<file path="config.mk">
export PLATFORM = sky130hd
export DESIGN_NAME = pwm_deadband
export DESIGN_NICKNAME = d
export VERILOG_FILES = /design/src/rtl/pwm_deadband_pkg.sv /design/src/rtl/pwm_force_decode.sv /design/src/rtl/pwm_db_channel.sv /design/src/rtl/pwm_deadband.sv
export SDC_FILE = /design/constraint.sdc
export NUM_CORES = 1
export LEC_CHECK = 0
export BUFFER_PORTS_ARGS = -buffer_cell sky130_fd_sc_hd__buf_2
export CELL_PAD_IN_SITES_DETAIL_PLACEMENT = 1
export CELL_PAD_IN_SITES_GLOBAL_PLACEMENT = 1
export CORE_MARGIN = 2
export CORE_UTILIZATION = 36
export CTS_CLUSTER_SIZE = 40
export DETAILED_ROUTE_END_ITERATION = 12
export PLACE_DENSITY_LB_ADDON = 0.1
export SLEW_MARGIN = 0
export SYNTH_ARGS = -nofsm -noshare
export SYNTH_HDL_FRONTEND = slang
export SYNTH_SLANG_ARGS = --single-unit
</file>
<file path="constraint.sdc">
create_clock -name clk -period 1.5 [get_ports clk]
set_input_delay 0.075 -clock clk [delete_from_list [all_inputs] [get_ports clk]]
set_output_delay 0.075 -clock clk [all_outputs]
set_load 0.02 [all_outputs]
</file>
<file path="src/rtl/pwm_deadband_pkg.sv">
package pwm_deadband_pkg;

  typedef enum logic [1:0] {
    MODE_IDLE = 2'b00,
    MODE_DC   = 2'b01,
    MODE_AC   = 2'b10,
    MODE_TEST = 2'b11
  } op_mode_t;

  localparam int DUTY_W = 4;

endpackage

</file>
<file path="src/rtl/pwm_force_decode.sv">
module pwm_force_decode
  import pwm_deadband_pkg::*;
#(
  parameter int DW = DUTY_W
) (
  input  logic [1:0]    mode,
  input  logic [DW-1:0] duty,
  output logic          force_low
);

  op_mode_t m;

  always_comb begin
    m = op_mode_t'(mode);
    unique case (m)
      MODE_IDLE: force_low = 1'b1;
      MODE_DC:   force_low = (duty == '0);
      default:   force_low = 1'b0;
    endcase
  end

endmodule

</file>
<file path="src/rtl/pwm_db_channel.sv">
module pwm_db_channel #(
  parameter int DEAD_CYC = 25,
  parameter bit INVERT   = 1'b0
) (
  input  logic clk,
  input  logic rst_n,
  input  logic pwm_in,
  input  logic force_low,
  output logic drv
);

  localparam int CW = $clog2(DEAD_CYC + 1);
  localparam logic [CW-1:0] LOAD = CW'(DEAD_CYC);

  logic          raw;
  logic [CW-1:0] cnt_q;
  logic          drv_q;

  assign raw = (INVERT ? ~pwm_in : pwm_in) & ~force_low;

  always_ff @(posedge clk or negedge rst_n) begin
    if (!rst_n) begin
      cnt_q <= LOAD;
      drv_q <= 1'b0;
    end else if (!raw) begin
      cnt_q <= LOAD;
      drv_q <= 1'b0;
    end else if (cnt_q != '0) begin
      cnt_q <= cnt_q - 1'b1;
      drv_q <= 1'b0;
    end else begin
      drv_q <= 1'b1;
    end
  end

  assign drv = drv_q;

  AST_FALL_PROMPT: assert property (@(posedge clk) disable iff (!rst_n)
    !raw |=> !drv_q);

  AST_RISE_AFTER_HIGH: assert property (@(posedge clk) disable iff (!rst_n)
    $rose(drv_q) |-> ($past(raw, 1) && $past(raw, 2)));

  AST_CNT_RANGE: assert property (@(posedge clk) disable iff (!rst_n)
    cnt_q <= LOAD);

  initial begin
    AST_DEAD_POSITIVE: assert (DEAD_CYC >= 1);
  end

endmodule

</file>
<file path="src/rtl/pwm_deadband.sv">
module pwm_deadband
  import pwm_deadband_pkg::*;
#(
  parameter int DEAD_CYC = 25
) (
  input  logic              clk,
  input  logic              rst_n,
  input  logic              pwm_in,
  input  logic [1:0]        mode,
  input  logic [DUTY_W-1:0] duty,
  output logic              drv_hi,
  output logic              drv_lo
);

  localparam int NCH = 2;

  logic           force_low;
  logic [NCH-1:0] drv_v;

  pwm_force_decode #(.DW(DUTY_W)) u_force (
    .mode      (mode),
    .duty      (duty),
    .force_low (force_low)
  );

  for (genvar g = 0; g < NCH; g++) begin : g_ch
    pwm_db_channel #(
      .DEAD_CYC (DEAD_CYC),
      .INVERT   (g == 1)
    ) u_ch (
      .clk       (clk),
      .rst_n     (rst_n),
      .pwm_in    (pwm_in),
      .force_low (force_low),
      .drv       (drv_v[g])
    );
  end

  assign drv_hi = drv_v[0];
  assign drv_lo = drv_v[1];

  AST_NO_OVERLAP: assert property (@(posedge clk) disable iff (!rst_n)
    !(drv_hi && drv_lo));

  AST_FORCE_LOW: assert property (@(posedge clk) disable iff (!rst_n)
    force_low |=> (!drv_hi && !drv_lo));

  AST_IDLE_LOW: assert property (@(posedge clk) disable iff (!rst_n)
    (mode == 2'b00) |=> (!drv_hi && !drv_lo));

  AST_DC_ZERO_LOW: assert property (@(posedge clk) disable iff (!rst_n)
    (mode == 2'b01 && duty == '0) |=> (!drv_hi && !drv_lo));

  AST_RESET_LOW: assert property (@(posedge clk)
    !rst_n |-> (!drv_hi && !drv_lo));

endmodule

</file>
After elaboration in Yosys (flattened, before gate mapping). Index checks and enable logic that the tools add are counted.

Flip-flop bits (word level): 12. Bits of input ports: 9. Output and inout bits: 2. Word-level logic and storage cells: 26.

Add/sub/neg operators: 2. Equality and inequality tests: 3. Multiplexer cells: 9. Bitwise gates (word level): 4. Reductions and logical operators: 4.

Operator list (number): two-way mux 5 bit (4); nonzero test 5 bit (2); subtractor 5 x 1 -> 5 bit (second input constant) (2); logical NOT 4 bit (1); two-way mux 1 bit (4); != test 2 bit (second input constant) (2); AND 1 bit (2); == test 2 x 1 -> 1 bit (second input constant) (1); logical NOT 2 bit (1); NOT 1 bit (2); one-hot mux 1 bit (2 select lines) (1).

Depth between registers and ports, before layout.
Word-level depth: 5. Gate-level depth with buffers: 6. Depth with buffers taken out: 5.

By module. Synthesis repeated with hierarchy kept, for this count alone.

Cell total of the unflattened synthesis: 55. Area, all modules: 596.8 um2.

By module, submodules not included: pwm_db_channel (g_ch[0].u_ch) (instances 1, cells an instance 27, area each 292.8 um2, sequential area each 153.9 um2); pwm_db_channel (g_ch[1].u_ch) (instances 1, cells an instance 26, area each 291.5 um2, sequential area each 153.9 um2); pwm_force_decode (instances 1, cells an instance 2, area each 12.5 um2, sequential area each 0.0 um2).

Least setup slack after synthesis. Ideal clock, no wire load.

Path type: flip-flop to flip-flop. Start: register g_ch[0].u_ch.cnt_q[1]. End: register g_ch[0].u_ch.cnt_q[1]. Setup time: 0.087 ns. Data arrival time: 1.358 ns. Required time: 1.413 ns. Setup slack: 0.056 ns. Cell stages (with the launch flop): 6. Path buffers: 1. Period minus slack after synthesis: 1.444 ns. Cell sequence: dfrtp_1 -> inv_1 -> ha_1 -> or4b_1 -> buf_2 -> a211oi_2.

Word-level cells in the longest chain between the ends: 3. Elaborated cells between the ends (all ways): 5. Classes of those cells: add/sub: 1; eq/ne: 1; mux: 2; reduce/logical: 1.

Ends and longest elaborated chain: start: declaration (line pwm_db_channel.sv:16) `logic [CW-1:0] cnt_q;`; start signal: assignment (line pwm_db_channel.sv:29) `cnt_q <= cnt_q - 1'b1;`; subtractor 5 x 1 -> 5 bit (line pwm_db_channel.sv:29); two-way mux 5 bit (line pwm_db_channel.sv:28) `end else if (cnt_q != '0) begin`; two-way mux 5 bit (line pwm_db_channel.sv:25) `end else if (!raw) begin`.

Several ways; a longest one is shown, not always the timed one. The select of a mux whose other input is x is not followed. A chain may end at the register's enable or synchronous reset.

Worst setup path in the final report.
Start: register g_ch[1].u_ch.cnt_q[1]. End: register g_ch[1].u_ch.cnt_q[4].

Word-level cells in the longest chain between the ends: 3. Elaborated cells between the ends (all ways): 5. Classes of those cells: add/sub: 1; eq/ne: 1; mux: 2; reduce/logical: 1.

Ends and longest elaborated chain (line): start: declaration (pwm_db_channel.sv:16); start signal: assignment (pwm_db_channel.sv:29); subtractor 5 x 1 -> 5 bit (pwm_db_channel.sv:29); two-way mux 5 bit (pwm_db_channel.sv:28); two-way mux 5 bit (pwm_db_channel.sv:25).

Several ways; a longest one is shown, not always the timed one. The select of a mux whose other input is x is not followed.

==> qor.txt <==
critical path fanouts, max -> 3
Setup CP Type -> flop to flop
Slew headroom -> 0.800
Synth warnings -> 0
P_leak -> 0.000352 uW
DIE WIDTH -> 44.8 um
register area share after synthesis -> 0.513
RD Place Congestion -> 0.705
grt met1 use -> 0.183
M2 GR Usage -> 0.226
drt pass-1 iters -> 2
first-pass GRT wire length -> 2000 um
Max-Cap Viols -> 0
Die Y -> 44.8 um
Netlist cell types -> 25
Rows -> 14
CTS HTree Levels -> 1
Syn Inst Count -> 54
CTS tree -> yes
Setup-failing EPs final -> 0
area delta synth->final -> 26.5%
dpl ws -> -7.06 ps
drt total wl -> 1150 um
CTS sink cnt -> 12
Final Max Slew Viols -> 0
n_diodes -> 0
starting density of the core -> 0.390
IO buf count -> 10
clk_skew -> 2.86 ps
die area -> 2010 um2
minimum clock period after layout -> 1410 ps
RSZ-0062 raised after global routing -> true
syn nets -> 65
Post-Syn Area per Cell -> 11.1 um2
GR peak layer -> met2
Final ANT Viol Nets -> 0
clk_lat worst skew -> 270 ps
initial antenna violation count -> 0
# IOs -> 11
Remaining Overflow, GRT -> 0
most common cell after layout, fill and taps aside -> buf_2
min setup slack post-route -> 94.7 ps
post-DR vias/cell -> 5.01
startpoint types -> flop
CP required -> 1700 ps
root buf cell -> clkbuf_4
Vias -> 446
DRT iter0 DRCs -> 2
CTS Buf Count -> 3
Tot GR Track Use -> 0.141
pwr/cell area -> 963 nW/um2
maximum VDD drop -> 0.421 mV
vias in the first global route -> 480
worst hold path type -> input pin to flop
most frequent cells in the layout -> buf_2, nor2_1, dfstp_2, dfrtp_1, buf_4
flops & latches, synth -> 12
Hold Vio Cnt, Final -> 0
Synth top area share -> 0.263
DRC viols -> 0
core area -> 1540 um2
HPWL Detailed -> 873 um
Synth area leader -> dfstp_2
Final nets -> 85
clock slew at reported path FFs -> 80 ps
Clock Path Buffers -> 2
Critical Path End Type -> flop
status -> completed
largest net degree at the start of global routing -> 13
met3 usage -> 0.0360
Synth area leaders -> dfstp_2, dfrtp_1, a211oi_2
FMAX -> 712 MHz
WL/cell -> 12.9 um
Mapped Area -> 601 um2
Worst Tran Pin Value -> 300 ps
fraction of layout cells with a size suffix above 1 -> 0.466
Worst Path Arrival -> 1610 ps
Worst Hold Slack -> 129 ps
final period utilization -> 0.937
[final timing paths]
| kind | cells past startpoint | start | slack [ps] | to |
|---|---|---|---|---|
| max reg2reg | 5 | g_ch[1].u_ch.cnt_q[1]$_DFFE_PN0P_ | 90 | g_ch[1].u_ch.cnt_q[4]$_DFFE_PN1P_ |
| min in group asynchronous | 2 | rst_n | 210 | g_ch[0].u_ch.cnt_q[1]$_DFFE_PN0P_ |
| max | 5 | g_ch[1].u_ch.cnt_q[1]$_DFFE_PN0P_ | 90 | g_ch[1].u_ch.cnt_q[4]$_DFFE_PN1P_ |
| min reg2reg | 1 | g_ch[0].u_ch.cnt_q[4]$_DFFE_PN1P_ | 530 | g_ch[0].u_ch.cnt_q[4]$_DFFE_PN1P_ |
| min | 3 | pwm_in | 130 | g_ch[0].u_ch.drv$_DFF_PN0_ |
| max in group asynchronous | 2 | rst_n | 1010 | g_ch[1].u_ch.cnt_q[3]$_DFFE_PN1P_ |
[cell families after synthesis]
group / after synthesis / share of synthesized area
compound gates: 10 / 0.156
xor+xnor: 3 / 0.0438
fa+ha+maj: 2 / 0.0417
buf+inv: 6 / 0.0417
flops: 12 / 0.512
simple gates: 21 / 0.204
[timing repair]
item                                    in CTS  in global routing
pin swaps                                    0                  1
endpoints found under the setup margin       2                  4
hold endpoints to repair                    12                  0
buffers inserted                             0                  1
gates resized for setup                      1                  1
hold buffers                                 1                  0
[per-layer routing]
metal  share of wire  up-vias
met3           0.055        0
met4               0        0
li1                -      223
met2            0.45       10
met1            0.50      213
met5               0        -
[cell usage after synthesis, drive strengths merged]
cell    number
dfstp        6
a21o         2
or3b         1
or2b         1
or3          2
xnor2        2
nand3b       1
ha           2
buf          2
nand2b       2
inv          4
nand2        2
nor2b        2
a211oi       2
o21ai        1
or4b         2
a211o        2
o21bai       1
xor2         1
nor2         6
nor3         2
dfrtp        6
o41a         1
a21oi        1
[through the flow]
| stage | TNS [ps] | utilization | power, uW | instance area (um2) | std cells |
|---|---|---|---|---|---|
| 2_1_floorplan | 0 | - | 425 | 601 | 54 |
| 3_3_place_gp | 0 | 0.453 | 471 | 698 | 83 |
| 5_1_grt | -6.41 | 0.493 | 768 | 759 | 89 |
| 3_5_place_dp | -12.0 | 0.453 | 474 | 698 | 83 |
| 4_1_cts | 0 | 0.485 | 739 | 748 | 88 |
| 6_report | 0 | 0.493 | 732 | 759 | 89 |
[final cells by class]
| class | instances | area [um2] |
|---|---|---|
| sequential | 12 | 308 |
| timing repair buffer | 17 | 105 |
| inverter | 4 | 15.0 |
| tap | 16 | 20.0 |
| fill | 181 | 782 |
| clock buffer | 4 | 36.3 |
| multi-input combinational | 36 | 275 |
[where the power goes]
group / internal [uW] / leakage, uW / switching, uW / total (uW)
combinational: 60.4 / 0.000185 / 49.1 / 110
sequential: 348 / 0.000145 / 13.4 / 362
clock: 147 / 0.0000210 / 113 / 260
[critical path: stages, from the launching register on]
cell and delay [ps]:
dfrtp_1 380, inv_1 60, ha_1 150, buf_4 120
or3b_2 440, a21o_1 190
[state kept, by name (all words and copies together) (netlist names)]
| signal | count |
|---|---|
| g_ch.u_ch.cnt_q | 10 |
| g_ch.u_ch.drv | 2 |
No activity file was read; power rests on OpenSTA's default activity.
